`config.mk`:
```
export PLATFORM = sky130hd
export DESIGN_NAME = pll_pwr_seq
export DESIGN_NICKNAME = d
export VERILOG_FILES = /design/src/rtl/pll_pwr_seq_pkg.sv /design/src/rtl/pll_pwr_seq_ctrl.sv /design/src/rtl/pll_pwr_seq_dp.sv /design/src/rtl/pll_pwr_seq.sv
export SDC_FILE = /design/constraint.sdc
export NUM_CORES = 1
export LEC_CHECK = 0
export BUFFER_PORTS_ARGS = -buffer_cell sky130_fd_sc_hd__buf_4
export CAP_MARGIN = 20
export CORE_MARGIN = 4
export CORE_UTILIZATION = 55
export DETAILED_ROUTE_END_ITERATION = 16
export GPL_ROUTABILITY_DRIVEN = 0
export PLACE_DENSITY_LB_ADDON = 0.1
export SYNTH_ARGS = -nofsm -noshare
export SYNTH_HDL_FRONTEND = slang
export SYNTH_SLANG_ARGS = --single-unit
```
`constraint.sdc`:
```
create_clock -name clk -period 2.6 [get_ports clk]
set_input_delay 0.13 -clock clk [delete_from_list [all_inputs] [get_ports clk]]
set_output_delay 0.13 -clock clk [all_outputs]
set_load 0.1 [all_outputs]
```
`src/rtl/pll_pwr_seq_pkg.sv`:
```
package pll_pwr_seq_pkg;

  // One-cycle commands from the sequencer to the output/timer datapath
  typedef struct packed {
    logic setPwr;
    logic clrPwr;
    logic clrIso;
    logic setIso;
    logic setEn;
    logic clrEn;
    logic setTun;
    logic clrTun;
    logic relRst;
    logic clrRst;
    logic loadShort;
    logic loadLong;
  } seq_strobe_t;

  typedef enum logic [3:0] {
    ST_OFF,
    ST_PWR_WAIT,
    ST_ISO_WAIT,
    ST_SETTLE,
    ST_ON,
    ST_DN_TUN,
    ST_DN_EN,
    ST_DN_ISO,
    ST_DN_PWR
  } seq_state_t;

endpackage

```
`src/rtl/pll_pwr_seq_ctrl.sv`:
```
module pll_pwr_seq_ctrl
  import pll_pwr_seq_pkg::*;
(
  input  logic        clk,
  input  logic        rstN,
  input  logic        upReq,
  input  logic        downReq,
  input  logic        hasTuner,
  input  logic        hasRstBar,
  input  logic        timerDone,
  output seq_strobe_t stb
);

  seq_state_t state, stateNxt;
  logic pendUp, pendDown;
  logic goUp, goDown, atRest;

  assign atRest = (state == ST_OFF) || (state == ST_ON);
  assign goUp   = upReq | pendUp;
  assign goDown = downReq | pendDown;

  always_comb begin
    stateNxt = state;
    stb      = '0;
    unique case (state)
      ST_OFF: if (goUp) begin
        stb.setPwr    = 1'b1;
        stb.loadShort = 1'b1;
        stateNxt      = ST_PWR_WAIT;
      end
      ST_PWR_WAIT: if (timerDone) begin
        stb.clrIso    = 1'b1;
        stb.loadShort = 1'b1;
        stateNxt      = ST_ISO_WAIT;
      end
      ST_ISO_WAIT: if (timerDone) begin
        stb.setEn    = 1'b1;
        stb.setTun   = hasTuner;
        stb.loadLong = 1'b1;
        stateNxt     = ST_SETTLE;
      end
      ST_SETTLE: if (timerDone) begin
        stb.relRst = hasRstBar;
        stateNxt   = ST_ON;
      end
      ST_ON: if (goDown) begin
        stb.clrRst = 1'b1;
        stateNxt   = ST_DN_TUN;
      end
      ST_DN_TUN: begin
        stb.clrTun = 1'b1;
        stateNxt   = ST_DN_EN;
      end
      ST_DN_EN: begin
        stb.clrEn = 1'b1;
        stateNxt  = ST_DN_ISO;
      end
      ST_DN_ISO: begin
        stb.setIso = 1'b1;
        stateNxt   = ST_DN_PWR;
      end
      ST_DN_PWR: begin
        stb.clrPwr = 1'b1;
        stateNxt   = ST_OFF;
      end
      default: stateNxt = ST_OFF;
    endcase
  end

  always_ff @(posedge clk or negedge rstN) begin
    if (!rstN) begin
      state    <= ST_OFF;
      pendUp   <= 1'b0;
      pendDown <= 1'b0;
    end else begin
      state <= stateNxt;
      // Requests are held only while a sequence is running
      pendUp   <= atRest ? 1'b0 : (pendUp | upReq);
      pendDown <= atRest ? 1'b0 : (pendDown | downReq);
    end
  end

endmodule

```
`src/rtl/pll_pwr_seq_dp.sv`:
```
module pll_pwr_seq_dp
  import pll_pwr_seq_pkg::*;
#(
  parameter int EN_W      = 2,
  parameter int SHORT_CYC = 100,
  parameter int LONG_CYC  = 2000
) (
  input  logic            clk,
  input  logic            rstN,
  input  seq_strobe_t     stb,
  output logic            timerDone,
  output logic            pwrOn,
  output logic            isoEn,
  output logic [EN_W-1:0] pllEn,
  output logic            tunerEn,
  output logic            pllRstN
);

  localparam int MAX_CYC = (SHORT_CYC > LONG_CYC) ? SHORT_CYC : LONG_CYC;
  localparam int TW      = $clog2(MAX_CYC + 1);

  logic [TW-1:0] timer;

  assign timerDone = (timer == '0);

  always_ff @(posedge clk or negedge rstN) begin
    if (!rstN) begin
      timer <= '0;
    end else if (stb.loadShort) begin
      timer <= TW'(SHORT_CYC - 1);
    end else if (stb.loadLong) begin
      timer <= TW'(LONG_CYC - 1);
    end else if (!timerDone) begin
      timer <= timer - 1'b1;
    end
  end

  always_ff @(posedge clk or negedge rstN) begin
    if (!rstN) begin
      pwrOn   <= 1'b0;
      isoEn   <= 1'b1;
      pllEn   <= '0;
      tunerEn <= 1'b0;
      pllRstN <= 1'b0;
    end else begin
      if (stb.setPwr)      pwrOn <= 1'b1;
      else if (stb.clrPwr) pwrOn <= 1'b0;
      if (stb.clrIso)      isoEn <= 1'b0;
      else if (stb.setIso) isoEn <= 1'b1;
      if (stb.setEn)       pllEn <= '1;
      else if (stb.clrEn)  pllEn <= '0;
      if (stb.setTun)      tunerEn <= 1'b1;
      else if (stb.clrTun) tunerEn <= 1'b0;
      if (stb.relRst)      pllRstN <= 1'b1;
      else if (stb.clrRst) pllRstN <= 1'b0;
    end
  end

endmodule

```
`src/rtl/pll_pwr_seq.sv`:
```
module pll_pwr_seq
  import pll_pwr_seq_pkg::*;
#(
  parameter int CYC_PER_US  = 100,
  parameter int PWR_WAIT_US = 1,
  parameter int SETTLE_US   = 20,
  parameter int EN_W        = 2
) (
  input  logic            clk,
  input  logic            rstN,
  input  logic            upReq,
  input  logic            downReq,
  input  logic            hasTuner,
  input  logic            hasRstBar,
  output logic            pwrOn,
  output logic            isoEn,
  output logic [EN_W-1:0] pllEn,
  output logic            tunerEn,
  output logic            pllRstN,
  output logic            prepared
);

  localparam int SHORT_CYC = CYC_PER_US * PWR_WAIT_US;
  localparam int LONG_CYC  = CYC_PER_US * SETTLE_US;

  seq_strobe_t stb;
  logic        timerDone;

  pll_pwr_seq_ctrl u_ctrl (
    .clk       (clk),
    .rstN      (rstN),
    .upReq     (upReq),
    .downReq   (downReq),
    .hasTuner  (hasTuner),
    .hasRstBar (hasRstBar),
    .timerDone (timerDone),
    .stb       (stb)
  );

  pll_pwr_seq_dp #(
    .EN_W      (EN_W),
    .SHORT_CYC (SHORT_CYC),
    .LONG_CYC  (LONG_CYC)
  ) u_dp (
    .clk       (clk),
    .rstN      (rstN),
    .stb       (stb),
    .timerDone (timerDone),
    .pwrOn     (pwrOn),
    .isoEn     (isoEn),
    .pllEn     (pllEn),
    .tunerEn   (tunerEn),
    .pllRstN   (pllRstN)
  );

  // Status reads back the lowest enable bit
  assign prepared = pllEn[0];

endmodule

```
# [Word-level counts from Yosys, hierarchy flattened]
# Index checks and enable logic that the tools add are counted.
[classes] n_addsub=1 eq_ne=14 n_mux=37 bitwise_logic=2 n_reduce_logical=9
[ops] op="$mux 11" n=3
[ops] op="$pmux 4 s8" n=1
[ops] op="$mux 1" n=25
[ops] op="$mux 4" n=5
[ops] op="$eq 4x3->1 const B" n=4
[ops] op="$logic_not 11->1" n=1
[ops] op="$sub 11x1->11 const B" n=1
[ops] op="$reduce_bool 2->1" n=5
[ops] op="$eq 4x2->1 const B" n=2
[ops] op="$ne 2x2->1 const B" n=3
[ops] op="$reduce_and 5->1" n=1
[ops] op="$eq 4x1->1 const B" n=1
[ops] op="$eq 4x4->1 const B" n=1
[ops] op="$logic_not 4->1" n=1
[ops] op="$mux 2" n=2
[ops] op="$ne 2x1->1 const B" n=2
[ops] op="$ne 3x3->1 const B" n=1
[ops] op="$or 1x1->1" n=2
[ops] op="$pmux 1 s2" n=1
[ops] op="$logic_or 1x1->1" n=1
[totals] register_bits=23 inputBits=6 out_inout_bits=7 word_cells=72

# [Logic depth before layout (Yosys ltp)]
[logic_depth] ltp_word=5 mapped_depth=7 ltp_nobuf=6

# [Modules after synthesis]
# A second synthesis with hierarchy kept.
[hier_totals] hier_cells=130 hier_area_um2=1202.4
[by_module_without_submodules] mod="pll_pwr_seq_dp" instances=1 cells_each=80 area_each_um2=810.8 seq_area_each_um2=401.6
[by_module_without_submodules] mod="pll_pwr_seq_ctrl" instances=1 cells_each=49 area_each_um2=384.1 seq_area_each_um2=150.1
[by_module_without_submodules] mod="pll_pwr_seq" instances=1 cells_each=1 area_each_um2=7.5 seq_area_each_um2=0.0

# [Least setup slack after synthesis]
# No wires, ideal clock.
[synth_path] kind="flip-flop to flip-flop" startpoint="register u_dp.timer[0]" endpoint="register u_dp.timer[10]" setup_ns=0.073 t_arrival_ns=1.770 required_ns=2.527 setup_slack_ns=0.757 path_stages_with_launch=8 n_path_buf=1 period_less_slack_ns=1.843 cell_sequence="dfrtp_1 inv_1 ha_1 nor4b_4 nand3_4 or3_1 buf_6 a21oi_2"
[synth_via] elab_chain_cells=5 word_cells_on_any_way=9 classes_between="1 x add/sub; 1 x eq/ne; 6 x mux; 1 x reduce/logical"
[synth_lines] element="start, declared" line="pll_pwr_seq_dp.sv:22" source="logic [TW-1:0] timer;"
[synth_lines] element="start signal, assigned" line="pll_pwr_seq_dp.sv:30" source="timer <= TW'(SHORT_CYC - 1);"
[synth_lines] element="start signal, assigned" line="pll_pwr_seq_dp.sv:32" source="timer <= TW'(LONG_CYC - 1);"
[synth_lines] element="start signal, assigned" line="pll_pwr_seq_dp.sv:34" source="timer <= timer - 1'b1;"
[synth_lines] element="parallel branches: the longest is 5 deep, another holds $sub 11x1->11"
# Parallel ways; which one is timed is not known. The select of a mux whose other input is x is not followed.
# A chain may end at the register's enable or synchronous reset.

# [Final worst setup path]
[layout_path] startpoint="register u_dp.timer[0]" endpoint="register u_dp.tunerEn"
[layout_via] elab_chain_cells=4 word_cells_on_any_way=5 classes_between="3 x mux; 2 x reduce/logical"
[layout_lines] element="$logic_not 11->1 (*)" line="pll_pwr_seq_dp.sv:24" source="assign timerDone = (timer == '0);"
[layout_lines] element="$mux 1 (*)" line="pll_pwr_seq_ctrl.sv:36" source="ST_ISO_WAIT: if (timerDone) begin"
[layout_lines] element="$mux 1 (*)" line="pll_pwr_seq_ctrl.sv:25" source="unique case (state)"
[layout_lines] element="$mux 1 / $reduce_bool 2->1 (equally long branches)"
[layout_lines] element="end signal, assigned" line="pll_pwr_seq_dp.sv:43" source="tunerEn <= 1'b0;"
[layout_lines] element="end signal, assigned" line="pll_pwr_seq_dp.sv:52" source="if (stb.setTun) tunerEn <= 1'b1;"
[layout_lines] element="end signal, assigned" line="pll_pwr_seq_dp.sv:53" source="else if (stb.clrTun) tunerEn <= 1'b0;"
[layout_lines] element="end, declared" line="pll_pwr_seq_dp.sv:15" source="output logic tunerEn,"
# Mark *: on every way between the ends. The rest lies on a longest branch, timed or not.

==> flow_summary.json <==
{
  "wl_um": 2180,
  "place_inst": 153,
  "hold_viol": 0,
  "hold_class": "in2reg",
  "wl_per_cell_um": 13.8,
  "finalPower_w": 0.000512,
  "ir_drop_mv": 0.232,
  "first_iter_violations": 20,
  "track_usage": 0.155,
  "synth_edf_count": 0,
  "clkTransAtPathRegs_ps": 120,
  "crit_chain": "inv_1, ha_1, nor4b_4, nand3_4, or3_1, o21ai_0",
  "drtPass1Iterations": 4,
  "synth_cells": 120,
  "ff2ff_path_depth": 6,
  "worstHoldStart": "hasRstBar",
  "fin_skew_ps": 13.5,
  "fin_crit_ps": 2050,
  "hold_end": "u_dp.pllRstN",
  "vias": 897,
  "htree_num_levels": 1,
  "vias_per_cell": 5.68,
  "combPwrFrac": 0.026,
  "critPathLaunchType": "flip-flop",
  "power.switching_w": 0.000105,
  "seqPwrFrac": 0.668,
  "fin_crit_sh": 0.787,
  "synth_area_um2": 1230,
  "postRouteAntennaNets": 0,
  "grt_pass1_vias": 900,
  "p_leak_nw": 0.543,
  "timing.setup.tns_ps": 0,
  "clock_latency_ps": 300,
  "die_y_um": 55.2,
  "syn_nets": 128,
  "critPathMaxStageDelay_ps": 600,
  "end_kind": "flip-flop",
  "cp.arrival_ps": 2270,
  "rr_endpoint": "u_dp.tunerEn",
  "grt_first_pass_wirelength_um": 3940,
  "drive_gt1_frac": 0.244,
  "place_area_um2": 1310,
  "grt_overflow": 0,
  "hpwl_um": 1640,
  "seq_area_frac_synth": 0.450,
  "start_util": 0.601,
  "setup_violations": 0,
  "diodes": 0,
  "postLayoutCellArea_um2": 1350,
  "clockPowerShare": 0.306,
  "yosys_register_bits": 22,
  "synth_top_area_frac": 0.428,
  "grt_max_degree": 23,
  "synth_top_area_cell": "dfrtp_1",
  "timing.fmax_mhz": 489,
  "stdcell_count": 158,
  "fin_util": 0.659,
  "synth_flop_cell": "dfrtp_1",
  "cts_tree": "yes",
  "status": "completed",
  "dieArea_um2": 3050,
  "crit_fanout": 11,
  "worst_pin_slew_ps": 493,
  "cts_resized": 0,
  "postCtsSetupBuffers": 0,
  "cts_buffers": 3,
  "reg2reg_slack_ps": 550,
  "synth_area_per_cell_um2": 10.2,
  "drv_cap": 0,
  "critical-path-slowest-cell": "or3_1",
  "synth_cell_types": 39,
  "yosysWarnings": 0,
  "antenna_found_initial": 0,
  "cts.sinks": 22,
  "rsz0062_at_grt": "false",
  "numPortBuffers": 12,
  "synth_area_leaders": "dfrtp_1 43%, nor2_1 4.3%, a21oi_2 4.3%",
  "async_flop_share": 1.00,
  "area_growth_pct": 9.68,
  "critPathRequiredTime_ps": 2820,
  "drc": 0,
  "ios": 13,
  "cts.path.max_buffers": 2,
  "core_area_um2": 2040,
  "num_rows": 16,
  "holdPathStages": 3,
  "cts_root_buffer": "clkbuf_4",
  "slew_viol_final": 0,
  "r2r-start": "u_dp.timer[0]",
  "die_w_um": 55.2,
  "relSlewSlack": 0.672,
  "p_int_w": 0.000408,
  "final_nets": 140,
  "swShare": 0.204,
  "critPathKind": "reg2reg",
  "p_per_area_nw_per_um2": 381
}
area by class of cell:
cell class	instances	area [um^2]
clock buffer	4	26.3
fill	180	696
inverter	3	11.3
multi-input combinational	87	608
sequential	22	552
tap	27	33.8
timing repair buffer	15	115
power by group through the flow:
| stage | logic (W) | clock network (W) | registers (W) |
|---|---|---|---|
| final | 0.0000134 | 0.000157 | 0.000342 |
| after global routing | 0.0000154 | 0.000187 | 0.000342 |
| after CTS | 0.0000140 | 0.000162 | 0.000342 |
| after detailed placement | 0.0000128 | 0 | 0.000349 |
| after global placement | 0.0000125 | 0 | 0.000349 |
| after floorplan | 0.000000284 | 0 | 0.000349 |
cell families after synthesis:
family	count (synthesis)	synth area share
DFF	22	0.450
and+or+nand+nor	49	0.254
adders and majority gates	2	0.0204
buffers and inverters	11	0.0550
xor gates and xnor gates	5	0.0357
muxes	4	0.0336
AOI/OAI and AO/OA	27	0.152
Yosys cell counts (all sizes together), types with 5 or more instances:
master / instances
buf: 5
nor2: 14
nor3: 5
nand2: 6
a21oi: 9
o21ai: 8
dfrtp: 21
worst max-delay path, delay by kind of cell (launching register included):
kind                       cells  cell delay, ps
adders and majority gates      1             190
AOI/OAI and AO/OA              1             250
DFF                            1             410
buffers and inverters          1             120
and+or+nand+nor                3            1000
sequential cells by signal, indices dropped and copies added (netlist names):
register,count
u_dp.tunerEn,1
u_ctrl.pendUp,1
u_dp.pwrOn,1
u_dp.isoEn,1
u_ctrl.state,4
u_dp.timer,11
u_dp.pllEn,1
u_dp.pllRstN,1
u_ctrl.pendDown,1
worst max path at each step:
stage                  startpoint             end  slack, ps  depth (start not counted)
CTS                 u_dp.timer[0]    u_dp.tunerEn        540                          6
detailed placement  u_dp.timer[0]    u_dp.tunerEn        580                          6
global route        u_dp.timer[0]    u_dp.tunerEn        380                          6
floorplan           u_dp.timer[0]  u_dp.timer[10]        760                          7
global placement    u_dp.timer[0]    u_dp.tunerEn        660                          6
finish              u_dp.timer[0]    u_dp.tunerEn        550                          6
per-stage QoR:
stage	setup slack [ps]	hold slack [ps]
after floorplan	757	-166
after global placement	659	27.4
after detailed placement	577	31.4
after CTS	537	70.6
after global routing	383	78.3
final	553	73.4
layer usage:
layer / up-vias / track usage / routed length [um]
li1: 448 / - / -
met1: 431 / 0.209 / 1080
met2: 16 / 0.250 / 1010
met3: 2 / 0.0303 / 76
met4: 0 / 0.0521 / 13
met5: - / 0 / 0
layout by cell type, fill, tap and decap left out, types with 2 or more instances in the layout:
cell	synthesis	final
dfrtp_1	21	21
nand2b_1	3	3
xor2_1	2	2
or3_1	3	3
mux2i_1	3	3
o21ai_0	8	8
inv_1	3	3
a21o_1	3	3
nand2_1	6	6
ha_1	2	2
nor2_1	14	14
xnor2_1	3	3
nor3_1	5	5
a211oi_1	2	2
nor4_1	2	2
clkbuf_4	0	3
or4_1	2	2
a21oi_1	3	3
a21oi_2	6	6
nand3b_1	2	2
buf_4	3	14
o31ai_1	3	3
what timing repair did:
action | 4_1_cts | 5_1_grt
endpoints found under the setup margin | 0 | 0
hold endpoints to repair | 22 | 0
hold buffers | 1 | 0
Note: power is estimated with default switching activity, not from simulation.
